[src/rtl/pgbank_pkg.sv]
package pgbank_pkg;

   // Common window size selector
   typedef enum logic {
      WIN_SMALL = 1'b0,
      WIN_LARGE = 1'b1
   } win_size_e;

   // Number of bits needed to address a window of the given kilobytes
   function automatic int unsigned win_lsb(input int unsigned kbytes);
      return $clog2(kbytes * 1024);
   endfunction

endpackage

[src/rtl/pgbank_port_dec.sv]
module pgbank_port_dec #(
   parameter int unsigned IO_ADDR_W = 8,
   parameter logic [IO_ADDR_W-1:0] PORT_ADDR = '1
) (
   input  logic [IO_ADDR_W-1:0] io_addr,
   input  logic                 iorq_n,
   input  logic                 wr_n,
   input  logic                 accept,
   output logic                 wr_hit
);

   logic addr_match;

   assign addr_match = (io_addr == PORT_ADDR);
   assign wr_hit     = accept & addr_match & ~iorq_n & ~wr_n;

endmodule

[src/rtl/pgbank_page_reg.sv]
module pgbank_page_reg #(
   parameter int unsigned PAGE_W = 2
) (
   input  logic              clk,
   input  logic              rst_n,
   input  logic              wr_hit,
   input  logic [PAGE_W-1:0] wr_page,
   output logic [PAGE_W-1:0] page_q,
   output logic              valid_q
);

   always_ff @(posedge clk or negedge rst_n) begin
      if (!rst_n) begin
         page_q  <= '0;
         valid_q <= 1'b0;
      end else if (wr_hit) begin
         page_q  <= wr_page;
         valid_q <= 1'b1;
      end
   end

endmodule

[src/rtl/pgbank_window.sv]
module pgbank_window
   import pgbank_pkg::*;
#(
   parameter int unsigned ADDR_W     = 16,
   parameter int unsigned SMALL_KB   = 4,
   parameter int unsigned LARGE_KB   = 8,
   parameter bit          HAS_COMMON = 1'b1
) (
   input  logic [ADDR_W-1:0] addr,
   input  logic              win_en,
   input  win_size_e         win_size,
   output logic              in_common
);

   localparam int unsigned SMALL_LSB = win_lsb(SMALL_KB);
   localparam int unsigned LARGE_LSB = win_lsb(LARGE_KB);
   localparam int unsigned LOW_LSB   = (SMALL_LSB < LARGE_LSB) ? SMALL_LSB : LARGE_LSB;

   generate
      if (HAS_COMMON) begin : g_window
         logic hit_small;
         logic hit_large;
         logic unused_lo;

         assign hit_small = &addr[ADDR_W-1:SMALL_LSB];
         assign hit_large = &addr[ADDR_W-1:LARGE_LSB];
         assign unused_lo = ^addr[LOW_LSB-1:0];

         always_comb begin
            in_common = 1'b0;
            if (win_en) begin
               unique case (win_size)
                  WIN_SMALL: in_common = hit_small;
                  WIN_LARGE: in_common = hit_large;
                  default:   in_common = 1'b0;
               endcase
            end
         end
      end else begin : g_no_window
         logic unused_all;
         assign unused_all = ^{addr, win_en, win_size};
         assign in_common  = 1'b0;
      end
   endgenerate

endmodule

[src/rtl/pgbank_sel.sv]
module pgbank_sel
   import pgbank_pkg::*;
#(
   parameter int unsigned ADDR_W     = 16,
   parameter int unsigned DATA_W     = 8,
   parameter int unsigned PAGE_W     = 2,
   parameter int unsigned IO_ADDR_W  = 8,
   parameter logic [IO_ADDR_W-1:0] PORT_ADDR = 8'hFF,
   parameter int unsigned SMALL_KB   = 4,
   parameter int unsigned LARGE_KB   = 8,
   parameter bit          HAS_COMMON = 1'b1
) (
   input  logic              clk,
   input  logic              rst_n,
   input  logic [ADDR_W-1:0] cpu_addr,
   input  logic [DATA_W-1:0] cpu_data,
   input  logic              iorq_n,
   input  logic              mreq_n,
   input  logic              wr_n,
   input  logic              ram_dis_n,
   input  logic [PAGE_W-1:0] cfg_board_page,
   input  logic              cfg_paging_en,
   input  logic              cfg_common_en,
   input  logic              cfg_common_8k,
   output logic              board_ce,
   output logic [PAGE_W-1:0] bank_addr
);

   localparam int unsigned COMMON_PAGE = 0;

   // Elaboration-time parameter checks
   generate
      if (PAGE_W < 1 || PAGE_W > DATA_W) begin : g_bad_page_w
         $error("pgbank_sel: PAGE_W must lie between 1 and DATA_W");
      end
      if (IO_ADDR_W > ADDR_W) begin : g_bad_io_w
         $error("pgbank_sel: IO_ADDR_W wider than ADDR_W");
      end
      if (HAS_COMMON && (win_lsb(SMALL_KB) >= ADDR_W || win_lsb(LARGE_KB) >= ADDR_W)) begin : g_bad_win
         $error("pgbank_sel: common window as large as the address space");
      end
   endgenerate

   logic              wr_hit;
   logic [PAGE_W-1:0] page_q;
   logic              valid_q;
   logic              in_common;
   logic [PAGE_W-1:0] eff_page;
   logic              mem_cycle;
   logic              unused_bits;

   assign unused_bits = ^{cpu_data[DATA_W-1:PAGE_W], cpu_addr};

   pgbank_port_dec #(
      .IO_ADDR_W (IO_ADDR_W),
      .PORT_ADDR (PORT_ADDR)
   ) u_dec (
      .io_addr (cpu_addr[IO_ADDR_W-1:0]),
      .iorq_n  (iorq_n),
      .wr_n    (wr_n),
      .accept  (cfg_paging_en),
      .wr_hit  (wr_hit)
   );

   pgbank_page_reg #(
      .PAGE_W (PAGE_W)
   ) u_reg (
      .clk     (clk),
      .rst_n   (rst_n),
      .wr_hit  (wr_hit),
      .wr_page (cpu_data[PAGE_W-1:0]),
      .page_q  (page_q),
      .valid_q (valid_q)
   );

   pgbank_window #(
      .ADDR_W     (ADDR_W),
      .SMALL_KB   (SMALL_KB),
      .LARGE_KB   (LARGE_KB),
      .HAS_COMMON (HAS_COMMON)
   ) u_win (
      .addr      (cpu_addr),
      .win_en    (cfg_common_en),
      .win_size  (cfg_common_8k ? WIN_LARGE : WIN_SMALL),
      .in_common (in_common)
   );

   assign mem_cycle = ~mreq_n & ram_dis_n;

   always_comb begin
      if (!cfg_paging_en) begin
         eff_page = cfg_board_page;
         board_ce = mem_cycle;
      end else begin
         eff_page = in_common ? PAGE_W'(COMMON_PAGE) : page_q;
         board_ce = mem_cycle & valid_q & (eff_page == cfg_board_page);
      end
   end

   assign bank_addr = eff_page;

endmodule

[config.mk]
export PLATFORM = sky130hd
export DESIGN_NAME = pgbank_sel
export DESIGN_NICKNAME = d
export VERILOG_FILES = /design/src/rtl/pgbank_pkg.sv /design/src/rtl/pgbank_port_dec.sv /design/src/rtl/pgbank_page_reg.sv /design/src/rtl/pgbank_window.sv /design/src/rtl/pgbank_sel.sv
export SDC_FILE = /design/constraint.sdc
export NUM_CORES = 1
export LEC_CHECK = 0
export ABC_AREA = 1
export BUFFER_PORTS_ARGS = -buffer_cell sky130_fd_sc_hd__buf_4
export CORE_AREA = 2 2 39 41
export CTS_CLUSTER_SIZE = 12
export DETAILED_ROUTE_END_ITERATION = 7
export DIE_AREA = 0 0 41 43
export GPL_ROUTABILITY_DRIVEN = 0
export GPL_TIMING_DRIVEN = 0
export PLACE_DENSITY = 0.7
export SLEW_MARGIN = 30
export SYNTH_ARGS = -nofsm -noshare
export SYNTH_HDL_FRONTEND = slang
export SYNTH_SLANG_ARGS = --single-unit
[constraint.sdc]
create_clock -name clk -period 0.9 [get_ports clk]
set_input_delay 0.18 -clock clk [delete_from_list [all_inputs] [get_ports clk]]
set_output_delay 0.18 -clock clk [all_outputs]
set_load 0.1 [all_outputs]
* Word-level counts from Yosys, hierarchy flattened
Index checks and enable logic that the tools add are counted.
Widths: inputs -> output; s select.
** Cells by class
- Equal/unequal tests :: 2
- Muxes and demuxes :: 6
- Bitwise operators :: 10
- Reduce and logical (&&, ||, !) cells :: 2
** Operators by type and width (number)
- $eq 8x8->1 const B :: 1
- $and 1x1->1 :: 6
- $mux 2 :: 2
- $not 1->1 :: 4
- $reduce_and 4->1 :: 1
- $mux 1 :: 3
- $reduce_and 3->1 :: 1
- $eq 2x2->1 :: 1
- $pmux 1 s2 :: 1
** Word-level totals
- Register bits :: 3
- Output and inout bits :: 3
- Logic and storage cells :: 22

* Depth between registers and ports, before layout
- Depth after elaboration :: 8
- Mapped depth :: 9
- Depth with buffers taken out :: 9

* By module
A second synthesis with hierarchy kept.
** Unflattened totals
- Cell total of the unflattened synthesis :: 50
- Area, all modules :: 274.0 um^2
** By module, submodules not included
- pgbank_page_reg :: times used 1, cells an instance 11, area each 107.6 um^2, sequential area each 75.1 um^2
- pgbank_sel :: times used 1, cells an instance 22, area each 93.8 um^2, sequential area each 0.0 um^2
- pgbank_port_dec :: times used 1, cells an instance 10, area each 43.8 um^2, sequential area each 0.0 um^2
- pgbank_window :: times used 1, cells an instance 7, area each 28.8 um^2, sequential area each 0.0 um^2

* Least setup slack after synthesis
OpenSTA, ideal clock, no wires.
- Path kind :: input to output
- Start point :: input cfg_common_8k
- End point :: output bank_addr[0]
- Arrival time :: 2.657 ns
- Path slack :: -1.937 ns
- Stages :: 4
- Path buffers :: 0
- Cells stage by stage :: or2_1 > nand2_2 > nand2_1 > o21ai_0
** Between the ends
- Cells in the longest elaborated chain, start to end :: 6
** Ends and longest elaborated chain
- start: declaration :: RTL line pgbank_sel.sv:24 : input logic cfg_common_8k,
- $mux 1 (*) :: RTL line pgbank_sel.sv:84 : .win_size (cfg_common_8k ? WIN_LARGE : WIN_SMALL),
- $not 1->1 :: RTL line pgbank_window.sv:32 : unique case (win_size)
- $pmux 1 s2 (*) :: RTL line pgbank_window.sv:32
- $mux 1 (*) :: RTL line pgbank_window.sv:31 : if (win_en) begin
- $mux 2 (*) :: RTL line pgbank_sel.sv:95 : eff_page = in_common ? PAGE_W'(COMMON_PAGE) : page_q;
- $mux 2 (*) :: RTL line pgbank_sel.sv:91 : if (!cfg_paging_en) begin
- end: declaration :: RTL line pgbank_sel.sv:26 : output logic [PAGE_W-1:0] bank_addr
Mark *: on every way between the ends. The rest lies on a longest branch, timed or not.

* Final worst setup path
- Start point :: input cfg_common_8k
- End point :: output board_ce
** Between the ends
- Cells in the longest elaborated chain, start to end :: 8
** Ends and longest elaborated chain
- $mux 1 (*) :: RTL line pgbank_sel.sv:84
- $not 1->1 :: RTL line pgbank_window.sv:32
- $pmux 1 s2 (*) :: RTL line pgbank_window.sv:32
- $mux 1 (*) :: RTL line pgbank_window.sv:31
- $mux 2 (*) :: RTL line pgbank_sel.sv:95
- $eq 2x2->1 (*) :: RTL line pgbank_sel.sv:96 : board_ce = mem_cycle & valid_q & (eff_page == cfg_board_page);
- $and 1x1->1 (*) :: RTL line pgbank_sel.sv:96
- $mux 1 (*) :: RTL line pgbank_sel.sv:91
- end: declaration :: RTL line pgbank_sel.sv:25 : output logic board_ce,
Marks and branches as above.

==> impl_metrics.ini <==
[critical_path]
critical_path.max_stage_delay_ps = 220
worstPathRequired_ps = 720
timing.critical_path.fanout_max = 4
crit_path_start_kind = input port
crit_chain = buf_4, or2_1, nand2_2, nand2_2, nand2_1, nand2_1, inv_1, nand4_1, nand2_4, buf_12
critPathKind = in -> out
reg2reg_depth = 1
worst_setup_path_startpoint = cfg_common_8k
worstSetupEndpointType = primary output
timing.critical_path.max_delay_family = simple AND/OR/NAND/NOR gates
buffers_inverters_on_critical_path = 3
cp.depth = 10
timing.critical_path.arrival_ps = 1220
slowest_cp_cell = or2_1
worst_r2r_start = u_reg.page_q[0]$_DFFE_PN0P_

[run_status]
failed_checks = setup timing
run_status = finished with violations

[min_path]
min_path_cells = 2
min_delay_src = cpu_data[1]
worst_hold_path_type = in -> reg

[pwr]
pwr-share-comb = 0.383
post_route_total_power_uw = 597
power.leakage_uw = 0.000329
power.clock.fraction = 0.385
seqPwrFrac = 0.232
cellPowerDensity_nw_per_um2 = 957
intPower_uw = 423
power.share.switching = 0.292
net-switching-power_uw = 175
peakVddDrop_mv = 0.653

[clocking]
tritoncts = done
root_buffer = clkbuf_4
maximum_clock_path_buffer_count = 2
clk_pin_slew_ps = 40
clk_sink_count = 3
cts-htree-levels = 1
clock_insertion_delay_worst_skew_ps = 230
numCtsBuffers = 3

[route]
initialDrtViolationCount = 0
drtPass1Iterations = 1
remaining_drc_errors = 0
dr_total_vias = 372
via_per_inst = 4.04
post_detailed_route_wirelength_per_cell_microns = 7.83
antenna_left = 0
finalWirelength_microns = 720

[sta]
grt_setup_unrepaired = yes
setup_viol = 3
final.setup.tns_ps = -1360
final-max-slew-violation-count = 0
final_min_period_over_clock_period = 1.55
maxSlewHeadroom = 0.833
actual_transition_at_the_worst_max_transition_pin_ps = 250
worst_slack_ps = -499
hold_viol_final = 0
finClkSkew_ps = 0
final_period_minus_worst_setup_slack_ps = 1400
max_clock_freq_mhz = 715

[synth]
yosys-top-cells-area = dfrtp_1 (27%), nand2_1 (23%), inv_1 (8.2%), mux2_1 (8.2%), nor3b_4 (6.8%)
netlist-cell-type-count = 13
synthesis.area_sq_um = 274
syn_avg_cell_area_sq_um = 6.52
yosys.cell_count.top_type = nand2_1
synth_top_flop_cell = dfrtp_1
synth_sequential_area_ratio = 0.274
yosys_warnings = 0
synth_top_cell_area_share = 0.274
synth_async_sr_flop_share = 1.00
ys_top_cells_by_count = nand2_1 (17), inv_1 (6), dfrtp_1 (3), nand3_1 (3), nor2_1 (3)
post-synth-top-area-cell = dfrtp_1
postSynthCellCount = 42
synth_seq_cells = 3
syn-num-nets = 77
number_of_enable_type_register_cells_in_the_synthesized_netlist = 0

[place]
place_ws_ps = -625
dpl-instance-area_sq_um = 527
io_buffer_count = 27
place_hpwl_microns = 628

[global_route]
globalRouteMet3Util = 0.0157
grt_pass1_wl_mm = 1.32
number_of_global_route_vias_before_repair = 377
grt_use_met1 = 0.0968
fraction_of_met2_tracks_used_by_global_routing = 0.197
grt_remaining_overflow = 0
grt_start_max_net_pins = 6
grt_most_used_layer = met2
grt_antenna_before_repair = 0
grt_resource_usage_total = 0.112

[die]
design.core.area_sq_um = 1380
placementRows = 14
floorplan.die.height_microns = 43
start_util = 0.198
fp.dieW_microns = 41
boundaryPins = 38
die_area_sq_um = 1760

[cells_and_area]
layout-area-overhead-vs-synth_pct = 128
final_design_instance_area_without_fill_sq_um = 624
multi_input_comb_area_sq_um = 211
ff_latch_area_sq_um = 75.1
final_layout_size_suffix_gt1_frac = 0.539
final_net_count = 112
antenna_diode_count = 0
final.fill_count = 139

[run]
timing.max_cap.violations = 0
path summary, 6_finish.rpt:
check                                              end  slack, ps
max in group asynchronous    u_reg.valid_q$_DFFE_PN0P_        530
setup / recovery                              board_ce       -500
min in group asynchronous  u_reg.page_q[1]$_DFFE_PN0P_        280
setup reg to reg           u_reg.page_q[0]$_DFFE_PN0P_         70
hold / removal             u_reg.page_q[1]$_DFFE_PN0P_        170
hold reg to reg              u_reg.valid_q$_DFFE_PN0P_        450
repair_timing:
item / CTS / global route
hold buffers: 1 / 0
setup endpoints to repair: 3 / 3
hold endpoints to repair: 3 / 0
pin swaps: 5 / 5
buffers inserted: 2 / 0
resized for setup: 12 / 0
power groups by stage:
stage	combinational (uW)	clock [uW]	sequential [uW]
5_1_grt	245	264	138
4_1_cts	230	244	138
6_report	229	230	138
3_5_place_dp	202	0	140
3_3_place_gp	200	0	140
2_1_floorplan	105	0	139
stage by stage:
stage,hold slack (ps),utilization,instances
finish,166,0.451,92
detailed placement,-28.0,0.381,85
global route,159,0.451,92
floorplan,-116,-,42
global placement,-29.3,0.381,85
CTS,159,0.451,92
placed cells by master (no fill, tap or decap):
cell type	Yosys	routed
buf_6	0	1
nand2_1	17	14
nor2_2	1	1
nand3_1	3	3
nand4_1	1	1
dlygate4sd3_1	0	1
nand3_2	1	1
nor2_1	3	3
buf_12	0	3
or2_1	1	1
o21ai_4	0	2
buf_4	0	25
nand2_2	1	3
clkbuf_1	0	1
clkbuf_4	0	3
inv_1	6	6
nand2_4	0	1
mux2_1	2	2
nor3b_4	1	1
dfrtp_1	3	3
kinds of logic after synthesis:
kind of cell / after synthesis / synth area share
muxes: 2 / 0.0822
and+or+nand+nor: 29 / 0.525
buffers and inverters: 6 / 0.0822
AOI/OAI and AO/OA: 2 / 0.0365
DFF: 3 / 0.274
state kept, by name, indices dropped and copies added, names as in the netlist:
signal and cells:
u_reg.page_q 2, u_reg.valid_q 1
layout make-up:
cell class,count,area share
clock buffers,4,0.0421
inverters,6,0.0361
flip-flops and latches,3,0.120
multi-input cells,33,0.339
repair buffers,30,0.431
well taps,16,0.0321
per-layer routing:
layer  wire length (microns)  up-vias
li1                        -      199
met5                       0        -
met3                      36        0
met1                     227      164
met4                       0        0
met2                     456        9
Power figures use the tool's default switching activity.
